`src/rtl/vic_pkg.sv`:
```
package vic_pkg;

   // stack operation requested in one cycle
   typedef struct packed {
      logic push;
      logic pop;
   } stk_op_t;

   localparam int unsigned VIC_MAX_SRC = 32;

endpackage

```
`src/rtl/vic_pend_bank.sv`:
```
module vic_pend_bank #(
   parameter int unsigned NUM_SRC = 8
) (
   input  logic               clk,
   input  logic               rst_n,
   input  logic [NUM_SRC-1:0] req,
   input  logic [NUM_SRC-1:0] en,
   input  logic [NUM_SRC-1:0] clr,
   output logic [NUM_SRC-1:0] pend
);

   // one latch cell per source; a held request re-arms over a clear
   for (genvar g = 0; g < NUM_SRC; g++) begin : g_cell
      always_ff @(posedge clk) begin
         if (!rst_n) begin
            pend[g] <= 1'b0;
         end else begin
            pend[g] <= (pend[g] & ~clr[g]) | (req[g] & en[g]);
         end
      end
   end

endmodule

```
`src/rtl/vic_prio_pick.sv`:
```
module vic_prio_pick #(
   parameter int unsigned NUM_SRC = 8,
   parameter int unsigned LVL_W   = 4
) (
   input  logic [NUM_SRC-1:0] pend,
   input  logic [NUM_SRC-1:0] en,
   input  logic [LVL_W-1:0]   cur_lvl,
   output logic               any_elig,
   output logic [LVL_W-1:0]   win_idx
);

   logic [NUM_SRC-1:0] above;
   logic [NUM_SRC-1:0] elig;

   // a source is eligible only if strictly above the level in service
   for (genvar g = 0; g < NUM_SRC; g++) begin : g_cmp
      assign above[g] = (LVL_W'(g) < cur_lvl);
   end

   assign elig     = pend & en & above;
   assign any_elig = |elig;

   // lowest index wins: scan downward so the last hit is the smallest
   always_comb begin
      win_idx = '0;
      for (int i = NUM_SRC - 1; i >= 0; i--) begin
         if (elig[i]) win_idx = LVL_W'(i);
      end
   end

endmodule

```
`src/rtl/vic_lvl_stack.sv`:
```
module vic_lvl_stack
   import vic_pkg::*;
#(
   parameter int unsigned DEPTH = 8,
   parameter int unsigned LVL_W = 4,
   localparam int unsigned AW   = (DEPTH > 1) ? $clog2(DEPTH) : 1,
   localparam int unsigned SP_W = $clog2(DEPTH + 1)
) (
   input  logic             clk,
   input  logic             rst_n,
   input  stk_op_t          op,
   input  logic [LVL_W-1:0] din,
   output logic [LVL_W-1:0] top,
   output logic             empty,
   output logic [SP_W-1:0]  cnt
);

   logic [LVL_W-1:0] mem [DEPTH];
   logic [SP_W-1:0]  sp;
   logic             full;
   logic [AW-1:0]    wr_a;
   logic [AW-1:0]    rd_a;

   assign empty = (sp == '0);
   assign full  = (sp == SP_W'(DEPTH));
   assign wr_a  = AW'(sp);
   assign rd_a  = AW'(sp - 1'b1);
   assign top   = empty ? '0 : mem[rd_a];
   assign cnt   = sp;

   always_ff @(posedge clk) begin
      if (!rst_n) begin
         sp <= '0;
      end else if (op.push && op.pop && !empty) begin
         sp <= sp;             // pop then push of the same top: no change
      end else if (op.push && !full) begin
         sp <= sp + 1'b1;
      end else if (op.pop && !empty) begin
         sp <= sp - 1'b1;
      end
   end

   always_ff @(posedge clk) begin
      if (op.push && !full && !(op.pop && !empty)) begin
         mem[wr_a] <= din;
      end
   end

endmodule

```
`src/rtl/vec_irq_ctrl.sv`:
```
module vec_irq_ctrl
   import vic_pkg::*;
#(
   parameter int unsigned NUM_SRC    = 8,
   parameter int unsigned STK_DEPTH  = 8,
   parameter int unsigned DATA_W     = 8,
   parameter int unsigned VEC_STRIDE = 4,
   localparam int unsigned LVL_W     = $clog2(NUM_SRC + 1),
   localparam int unsigned SP_W      = $clog2(STK_DEPTH + 1)
) (
   input  logic               clk,
   input  logic               rst_n,
   input  logic [NUM_SRC-1:0] irq_req,
   input  logic               en_wr,
   input  logic [NUM_SRC-1:0] en_wdata,
   input  logic               gie,
   output logic               intr,
   input  logic               inta,
   input  logic               rti,
   output logic [DATA_W-1:0]  id_bus
);

   // elaboration-time parameter checks
   if (NUM_SRC < 2 || NUM_SRC > VIC_MAX_SRC) begin : g_bad_src
      $error("vec_irq_ctrl: NUM_SRC out of range");
   end
   if (STK_DEPTH < NUM_SRC) begin : g_bad_depth
      $error("vec_irq_ctrl: STK_DEPTH must cover every nesting level");
   end
   if ((NUM_SRC - 1) * VEC_STRIDE >= (1 << DATA_W)) begin : g_bad_width
      $error("vec_irq_ctrl: DATA_W too narrow for vector offsets");
   end

   localparam logic [LVL_W-1:0] LVL_IDLE = LVL_W'(NUM_SRC);

   logic [NUM_SRC-1:0] en_q;
   logic [NUM_SRC-1:0] pend;
   logic [NUM_SRC-1:0] clr;
   logic [LVL_W-1:0]   cur_lvl;
   logic [LVL_W-1:0]   win_idx;
   logic [LVL_W-1:0]   stk_top;
   logic [SP_W-1:0]    stk_cnt;
   logic               stk_empty;
   logic               any_elig;
   logic               take;
   logic               ret_ok;
   stk_op_t            sop;

   always_ff @(posedge clk) begin
      if (!rst_n)     en_q <= '0;
      else if (en_wr) en_q <= en_wdata;
   end

   vic_pend_bank #(.NUM_SRC(NUM_SRC)) u_pend (
      .clk  (clk),
      .rst_n(rst_n),
      .req  (irq_req),
      .en   (en_q),
      .clr  (clr),
      .pend (pend)
   );

   vic_prio_pick #(.NUM_SRC(NUM_SRC), .LVL_W(LVL_W)) u_pick (
      .pend    (pend),
      .en      (en_q),
      .cur_lvl (cur_lvl),
      .any_elig(any_elig),
      .win_idx (win_idx)
   );

   assign take   = inta & any_elig;
   assign ret_ok = rti & ~stk_empty;
   assign sop    = '{push: take, pop: rti};
   assign clr    = take ? ({{(NUM_SRC-1){1'b0}}, 1'b1} << win_idx) : '0;

   vic_lvl_stack #(.DEPTH(STK_DEPTH), .LVL_W(LVL_W)) u_stk (
      .clk  (clk),
      .rst_n(rst_n),
      .op   (sop),
      .din  (cur_lvl),
      .top  (stk_top),
      .empty(stk_empty),
      .cnt  (stk_cnt)
   );

   always_ff @(posedge clk) begin
      if (!rst_n)      cur_lvl <= LVL_IDLE;
      else if (take)   cur_lvl <= win_idx;
      else if (ret_ok) cur_lvl <= stk_top;
   end

   assign intr   = gie & any_elig;
   assign id_bus = take ? (DATA_W'(win_idx) * DATA_W'(VEC_STRIDE)) : '0;

endmodule

```
`config.mk`:
```
export PLATFORM = sky130hd
export DESIGN_NAME = vec_irq_ctrl
export DESIGN_NICKNAME = d
export VERILOG_FILES = /design/src/rtl/vic_pkg.sv /design/src/rtl/vic_pend_bank.sv /design/src/rtl/vic_prio_pick.sv /design/src/rtl/vic_lvl_stack.sv /design/src/rtl/vec_irq_ctrl.sv
export SDC_FILE = /design/constraint.sdc
export NUM_CORES = 1
export LEC_CHECK = 0
export CAP_MARGIN = 5
export CORE_MARGIN = 10
export CORE_UTILIZATION = 59
export DETAILED_ROUTE_END_ITERATION = 7
export PLACE_DENSITY = 0.89
export SLEW_MARGIN = 20
export SYNTH_ARGS = -nofsm -noshare
export SYNTH_HDL_FRONTEND = slang
export SYNTH_SLANG_ARGS = --single-unit
```
`constraint.sdc`:
```
create_clock -name clk -period 5.6 [get_ports clk]
set_input_delay 0.56 -clock clk [delete_from_list [all_inputs] [get_ports clk]]
set_output_delay 0.56 -clock clk [all_outputs]
set_load 0.05 [all_outputs]
```
# == Yosys cells after proc, flatten, opt, wreduce, memory -nomap -nowiden ==
# Memory sizes are Yosys's and may differ from the RTL's.
# Index checks and enable logic that the tools add are counted.
# classes
bitwise,39
n_eq_ne,1
muxes,17
add_sub_neg,2
n_reduce_logical,13
n_lt_le_gt_ge,8
n_shift,1
# ops
cell,n
$mux 3,8
$mux 4,5
$and 1x1->1,19
$and 8x8->8,2
$lt 3x4->1 const A,4
$not 1->1,10
$lt 1x4->1 const A,2
$lt 2x4->1 const A,2
$mux 8,1
$or 1x1->1,8
$reduce_or 8->1,1
$shl 1x4->8 const A,1
$mux 6,1
$logic_and 1x1->1,5
$add 4x1->4 const B,1
$eq 4x4->1 const B,1
$logic_not 4->1,1
$reduce_bool 2->1,2
$sub 4x1->4 const B,1
$logic_not 1->1,3
$mux 1,2
$reduce_and 2->1,1
# word_totals
n_memories,1
wordCells,93
regBits,24
mem_bits_rw,32
# mem_list
memory,words,word_bits,read_ports,rd_ports_with_merged_regs,write_ports,line_no,rtl
u_stk.mem,8,4,1,0,1,vic_lvl_stack.sv:18,logic [LVL_W-1:0] mem [DEPTH];

# == Depth between registers and ports, before layout ==
# Gate-level depths: netlist (run 1).
# depth
word_depth,15
mapped_depth,9

# == Hierarchy ==
# From an unflattened synthesis (run 1), not the netlist that was laid out.
# unflattened
hier_cells,236
area_unflattened_um2,2730.1
# by_module_without_submodules
module,cells_per_inst,n_inst,area_per_inst_um2,seq_area_each_um2
vic_lvl_stack,106,1,1606.5,1041.0
vec_irq_ctrl,70,1,636.9,240.2
vic_pend_bank,32,1,300.3,160.2
vic_prio_pick,28,1,186.4,0.0

# == Worst setup path before layout (run 1) ==
# Ideal clock, no wire load.
# synth_path
path_type,register to output
startpoint,register cur_lvl[3]
endpoint,output id_bus[3]
path_slack_ns,2.122
stages_incl_launch_ff,7
arrival_time_ns,2.918
required_time_ns,5.040
n_path_buf,2
cell_sequence,dfxtp_1 clkbuf_1 a311oi_1 a211oi_1 o41ai_4 buf_2 a211oi_1
# synth_between
elab_chain_len,11
elab_cells_between_ends,20
# synth_lines
item,line_no,rtl
"start, declared",vec_irq_ctrl.sv:39,logic [LVL_W-1:0] cur_lvl;
"start signal, assigned",vec_irq_ctrl.sv:88,else if (take) cur_lvl <= win_idx;
"start signal, assigned",vec_irq_ctrl.sv:89,else if (ret_ok) cur_lvl <= stk_top;
$lt 3x4->1,vic_prio_pick.sv:17,assign above[g] = (LVL_W'(g) < cur_lvl);
$and 8x8->8 *,vic_prio_pick.sv:20,assign elig = pend & en & above;
$mux 3 (8 in a row),vic_prio_pick.sv:27,if (elig[i]) win_idx = LVL_W'(i);
$mux 6 *,vec_irq_ctrl.sv:93,assign id_bus = take ? (DATA_W'(win_idx) * DATA_W'(VEC_STRIDE)) : '0;
"end, declared",vec_irq_ctrl.sv:20,output logic [DATA_W-1:0] id_bus
# Every way passes the cells marked *; elsewhere a longest branch is shown, timed or not.

# == Worst setup path in the final report (run 1) ==
# layout_path
startpoint,register cur_lvl[0]
endpoint,output id_bus[3]
# Same word-level chain as after synthesis.

==> results of run 1 <==
## metal layers
metal	routed length, µm	GRT usage	vias to the layer above
li1	-	-	871
met1	2190	0.169	855
met2	2700	0.244	58
met3	320	0.0403	2
met4	19	0.0295	0
met5	0	0	-
## Yosys cell counts (2+ instances only)
cell,count
and2_1,2
nor2_1,25
nand2_1,18
o211a_1,2
nand2b_1,3
a21boi_0,2
xnor2_1,2
a31o_2,3
inv_1,4
a31oi_1,5
buf_4,5
nor2b_1,2
dfxtp_1,24
a21oi_1,8
mux4_2,8
a22oi_1,2
mux2i_1,15
o21bai_1,2
nand3_1,5
clkbuf_1,6
o31ai_1,2
buf_1,3
ha_1,2
edfxtp_1,32
nor3_1,4
a211oi_1,2
o21ai_0,5
o21a_1,3
## worst max-delay path by stage
stage,to,slack [ns],depth (start not counted)
after floorplan,id_bus[3],2.12,6
after global placement,id_bus[3],2.15,5
after detailed placement,id_bus[3],2.09,5
after CTS,id_bus[3],1.69,5
after global routing,id_bus[3],1.39,5
final,id_bus[3],1.71,5
## final cells by class
cell class              count  area (µm²)  area share
flip-flops and latches     56        1440       0.487
multi-input cells         149        1090       0.369
repair buffers             25         250      0.0846
clock buffers               5        68.8      0.0233
well taps                  52        65.1      0.0220
clock inverters             3        22.5     0.00761
inverters                   5        18.8     0.00635
## through the flow
step	area (µm²)	cells	utilization
floorplan	2640	226	-
global placement	2870	287	0.663
detailed placement	2870	287	0.663
CTS	2960	295	0.684
global route	2960	295	0.684
finish	2960	295	0.684
## cell families (layout without fill, tap and decap cells)
logic type      count (synthesis)  count (layout)
simple gates                   66              66
flops                          56              56
compound gates                 50              50
mux                            23              23
buf+inv                        21              38
xor+xnor                        3               3
fa+ha+maj                       2               2
other cells                     1               5
## registers in the layout, indices dropped and copies added, names as in the netlist
register / count
u_stk.mem: 32
u_stk.cnt: 4
en_q: 8
cur_lvl: 4
u_pend.pend: 8
## worst register-to-register path, stage by stage, from the launching register on
cell	delay [ns]
dfxtp_1	0.65
a311oi_1	0.19
a211oi_1	0.69
o41ai_4	0.25
nor2b_1	0.25
nand2_1	0.15
nor3_1	0.60
## power groups by stage
stage / clock (µW) / sequential [µW] / combinational, µW
after floorplan: 0 / 541 / 307
after global placement: 0 / 585 / 337
after detailed placement: 0 / 593 / 343
after CTS: 223 / 583 / 347
after global routing: 241 / 595 / 379
final: 218 / 584 / 348
==> results.md, run 1 <==
- Switch share: 0.343
- Gr usage total: 0.141
- Seq/Total Area, Yosys: 0.549
- Resize count post-CTS: 0
- Maximum fanout along the worst path: 14
- Leakage power: 0.00104 µW
- Slowest CP cell: clkdlybuf4s50_1
- CORE AREA: 4320 µm²
- Mapped Area: 2620 µm²
- Setup WS post-layout: 1.71 ns
- CP cell instances: a311oi_1, a211oi_1, o41ai_4, a211oi_1, clkdlybuf4s50_1
- H-tree level count: 2
- CTS tree: done
- Tot Pwr: 1150 µW
- CTS max path bufs: 2
- Worst setup SP type: flop
- Final Hold Viols: 0
- Commonest non-fill, non-tap cell in the layout: edfxtp_1
- Adder-Cell Fraction of Synth Area: 0.00954
- Dominant synthesized flop cell: edfxtp_1
- Power per cell area: 389 nW/µm²
- Hold path depth: 2
- Largest net degree at the start of global routing: 20
- Fraction of synthesized area in multiplexers: 0.126
- Worst r2r dst: u_stk.mem[1][2]$_DFFE_PP_
- Layout cells sized above 1: 0.0864
- Reg2Reg Setup Slack: 2.45 ns
- Total of warnings raised by yosys: 0
- Syn avg cell area: 11.8 µm²
- Largest family of logic cells by synthesized area: compound AO/OA/AOI/OAI gates
- Type of the worst min-delay path: reg2reg
- Reg2Reg Depth: 6
- Detailed Route Iter0 Violations: 123
- Latest clock arrival within the worst-skew pair: 0.31 ns
- Detail Route Antenna Nets: 0
- CTS Hold Bufs: 0
- Post-synth EDFFs: 32
- CTS Buf Count: 5
- Initial antenna violation count: 0
- Clk pwr share: 0.190
- Bufs and invs on worst path: 1
- Worst r2r src: cur_lvl[0]$_SDFFE_PN0P_
- CP Class: reg2out
- Crit-path max cell delay: 0.88 ns
- Flop and latch count out of synthesis: 56
- Die Span X: 86.7 µm
- Vias in the first global route: 1774
- Slew at the pin with the worst max-slew slack: 0.778 ns
- Die ar.: 7510 µm²
- Syn-to-layout area delta: 12.7%
- Number of port buffers: 25
- Post-Synth Simple-Gate Area: 0.117
- Setup TNS: 0 ns
- Max_slew headroom: 0.478
- Post-synth top area share: 0.366
- Psw: 394 µW
- Internal power: 756 µW
- Nets: 266
- MaxCap Viol Count: 0
- DP Wirelength: 3890 µm
- Worst hold start: u_pend.pend[6]$_SDFF_PN0_
- Final setup violation count: 0
- Root Driver: clkbuf_8
- Routed length per instance: 17.7 µm
- DRT Pass-1 Iters: 4
- Final Cycle Share: 0.695
- Cell family with most CP delay: compound AO/OA/AOI/OAI gates
- Slew Viols, Final: 0
- Fmax: 0.257 GHz
- RSZ-0062 raised after global routing: no
- Setup WS pre-CTS: 2.09 ns
- Ant. Diodes: 0
- Area contributors post-synth: edfxtp_1 (37%), dfxtp_1 (18%), mux4_2 (6.9%), mux2i_1 (5.7%), nor2_1 (3.6%)
- Postcts setup bufs: 0
- Filler cells: 329
- WL final: 5230 µm
- Complex-gate fraction of the synthesized area: 0.146
- Grt total ovfl: 0
- First-pass GRT wire length: 8490 µm
- Via density per instance: 6.05
- Reg power frac: 0.508
- Clk sinks: 56
- Critical Path Start: cur_lvl[0]$_SDFFE_PN0P_
- Setup crit end kind: output port
- Combinational Power Share: 0.303
- Hold path endpoint: u_pend.pend[6]$_SDFF_PN0_
- Clk pin slew, worst setup/hold paths: 0.10 ns
- Max VDD drop: 0.000211 V
- WP data arrival: 3.33 ns
- Die height: 86.7 µm
- Post-Synthesis Cells: 222
- Dominant cell type by area after synthesis: edfxtp_1
- DRC: 0
- Async SR Flop Fraction: 0
- Worst hold slack: 0.493 ns
- Global placement routability congestion: 0.831
- Via count: 1786
- Crit path top cell by count: a211oi_1
- Status: complete, no violations
- Initial core utilization: 0.607
- Unique masters post-synth: 54
- Post-synthesis xor/xnor area fraction: 0.0100
- Most frequent cells in the layout: edfxtp_1 (32), nor2_1 (25), clkdlybuf4s50_1 (25)
- Core Rows: 24
- I/O pins: 31
- Tmin final: 3.89 ns
- Clk_skew: 0.0106 ns
- Worst EP required: 5.04 ns
Power figures use the tool's default switching activity.
==> run 2, diff against run 1 <==
CORE_UTILIZATION = 50   (was 59)
PLACE_DENSITY = 0.8   (was 0.89)
clock period = 3.5 ns   (was 5.6 ns; I/O delays follow)
==> run 2 against run 1 <==
  * Global-route usage shrank 0.89 points
  * Critical endpoint unchanged
  * Setup slack lost 1.5 ns
  * Non-clock buffer count grew 7
  * Sequential power grew 55%
==> results.md, run 2 (synthesized netlist as in run 1, its figures left out) <==
- CORE AREA: 5110 µm² (was 4320 µm²)
- Detailed Route Iter0 Violations: 178 (was 123)
- Biggest regs: u_stk.mem: 32 flops, en_q: 8 flops, u_pend.pend: 8 flops (unchanged)
- Gr usage total: 0.132 (was 0.141)
- Worst EP required: 3.15 ns (was 5.04 ns)
- Routed length per instance: 17.3 µm (was 17.7 µm)
- Via count: 1804 (was 1786)
- Initial core utilization: 0.514 (was 0.607)
- Root Driver: clkbuf_8 (unchanged)
- CP Class: reg2out (unchanged)
- DRT Pass-1 Iters: 4 (unchanged)
- Initial antenna violation count: 0 (unchanged)
- Max VDD drop: 0.000269 V (was 0.000211 V)
- Slew at the pin with the worst max-slew slack: 0.566 ns (was 0.778 ns)
- RSZ-0062 raised after global routing: no (unchanged)
- Power per cell area: 611 nW/µm² (was 389 nW/µm²)
- First-pass GRT wire length: 9030 µm (was 8490 µm)
- Core Rows: 26 (was 24)
- Latest clock arrival within the worst-skew pair: 0.30 ns (was 0.31 ns)
- Maximum fanout along the worst path: 19 (was 14)
- Reg2Reg Setup Slack: 0.61 ns (was 2.45 ns)
- Internal power: 1220 µW (was 756 µW)
- Detail Route Antenna Nets: 0 (unchanged)
- WP data arrival: 2.96 ns (was 3.33 ns)
- Die ar.: 8550 µm² (was 7510 µm²)
- DP Wirelength: 4080 µm (was 3890 µm)
- Worst setup SP type: flop (unchanged)
- Switch share: 0.337 (was 0.343)
- Layout cells sized above 1: 0.100 (was 0.0864)
- DRC: 0 (unchanged)
- H-tree level count: 2 (unchanged)
- Syn-to-layout area delta: 15.2% (was 12.7%)
- Setup TNS: 0 ns (unchanged)
- Grt total ovfl: 0 (unchanged)
- Tmin final: 3.31 ns
- I/O pins: 31 (unchanged)
- Final Cycle Share: 0.946
- MaxCap Viol Count: 0 (unchanged)
- CTS Buf Count: 5 (unchanged)
- Most frequent cells in the layout: edfxtp_1 (32), nor2_1 (25), clkdlybuf4s50_1 (25) (unchanged)
- Nets: 273 (was 266)
- Final Hold Viols: 0 (unchanged)
- Ant. Diodes: 0 (unchanged)
- CTS max path bufs: 2 (unchanged)
- Crit-path max cell delay: 0.73 ns (was 0.88 ns)
- WL final: 5530 µm (was 5230 µm)
- Worst hold slack: 0.492 ns (was 0.493 ns)
- Clk pwr share: 0.179 (was 0.190)
- Via density per instance: 5.64 (was 6.05)
- Slowest CP cell: clkdlybuf4s50_1 (unchanged)
- Clk sinks: 56 (unchanged)
- Number of port buffers: 25 (unchanged)
- Commonest non-fill, non-tap cell in the layout: edfxtp_1 (unchanged)
- Leakage power: 0.00107 µW (was 0.00104 µW)
- Combinational Power Share: 0.330 (was 0.303)
- Vias in the first global route: 1821 (was 1774)
- Setup crit end kind: output port (unchanged)
- Die Span X: 92.4 µm (was 86.7 µm)
- Largest net degree at the start of global routing: 20 (unchanged)
- CTS Hold Bufs: 0 (unchanged)
- Fmax: 0.302 GHz
- Clk pin slew, worst setup/hold paths: 0.09 ns (was 0.10 ns)
- CP cell instances: or4_4, a31o_1, o41ai_4, a211oi_1, clkdlybuf4s50_1 (was a311oi_1, a211oi_1, o41ai_4, a211oi_1, clkdlybuf4s50_1)
- Reg power frac: 0.492 (was 0.508)
- Max_slew headroom: 0.622 (was 0.478)
- Most flop-heavy register: u_stk.mem (unchanged)
- Global placement routability congestion: 0.885 (was 0.831)
- Tot Pwr: 1850 µW (was 1150 µW)
- Die height: 92.4 µm (was 86.7 µm)
- Type of the worst min-delay path: reg2reg (unchanged)
- Resize count post-CTS: 0 (unchanged)
- Postcts setup bufs: 0 (unchanged)
- Final setup violation count: 0 (unchanged)
- Slew Viols, Final: 0 (unchanged)
- CTS tree: done (unchanged)
- Psw: 621 µW (was 394 µW)
- Max reg flops: 32 (unchanged)
- Status: complete, no violations (unchanged)
- Clk_skew: 0.00152 ns (was 0.0106 ns)
## run 2: cell types whose count changed in the layout (fill, tap and decap cells not counted)
cell      previous run  this run
clkinv_2             1         0
clkinv_1             1         3
inv_6                1         0
clkbuf_1             0         1
clkinv_4             1         0
buf_4                0         7
## run 2: final timing paths
path,start,to,cells past startpoint
worst max-delay path,cur_lvl[3]$_SDFFE_PN1P_,id_bus[3],5
worst min-delay path,u_pend.pend[6]$_SDFF_PN0_,u_pend.pend[6]$_SDFF_PN0_,2
worst max register to register,cur_lvl[3]$_SDFFE_PN1P_,u_stk.cnt[1]$_SDFFE_PN0P_,7
worst min register to register,u_pend.pend[6]$_SDFF_PN0_,u_pend.pend[6]$_SDFF_PN0_,2
## run 2: routing by layer
layer	vias to the layer above	track usage	routed length [µm]
met5	-	0	0
met4	0	0.0424	60
met3	5	0.0331	347
met2	60	0.226	2740
met1	859	0.158	2380
li1	880	-	-
## run 2: final cells by class
class	count	area (µm²)
Fill cell	451	2090
Sequential cell	56	1440
Multi-Input combinational cell	149	1090
Timing Repair Buffer	32	303
Tap cell	70	87.6
Clock buffer	6	72.6
Inverter	5	18.8
Clock inverter	2	7.51
## run 2: stage by stage
| stage | cell area (µm²) | worst slack [ns] | cells | utilization |
|---|---|---|---|---|
| after floorplan | 2640 | 0.232 | 226 | - |
| after global placement | 2940 | 0.591 | 312 | 0.576 |
| after detailed placement | 2940 | 0.540 | 312 | 0.576 |
| after CTS | 3020 | 0.190 | 320 | 0.592 |
| after global routing | 3020 | 0.0407 | 320 | 0.592 |
| final | 3020 | 0.189 | 320 | 0.592 |
## run 2: critical path, delay by kind of cell, from the launching register on
| family | cells | cell delay, ns |
|---|---|---|
| AND/OR/NAND/NOR | 1 | 0.61 |
| flip-flops | 1 | 0.49 |
| AO/OA/AOI/OAI | 3 | 0.82 |
| buffers and inverters | 1 | 0.73 |
## run 2: power by group through the flow
stage	combinational [µW]	clock [µW]	sequential [µW]
floorplan	491	0	865
global placement	601	0	911
detailed placement	610	0	920
CTS	612	339	905
global route	665	365	926
finish	608	330	907
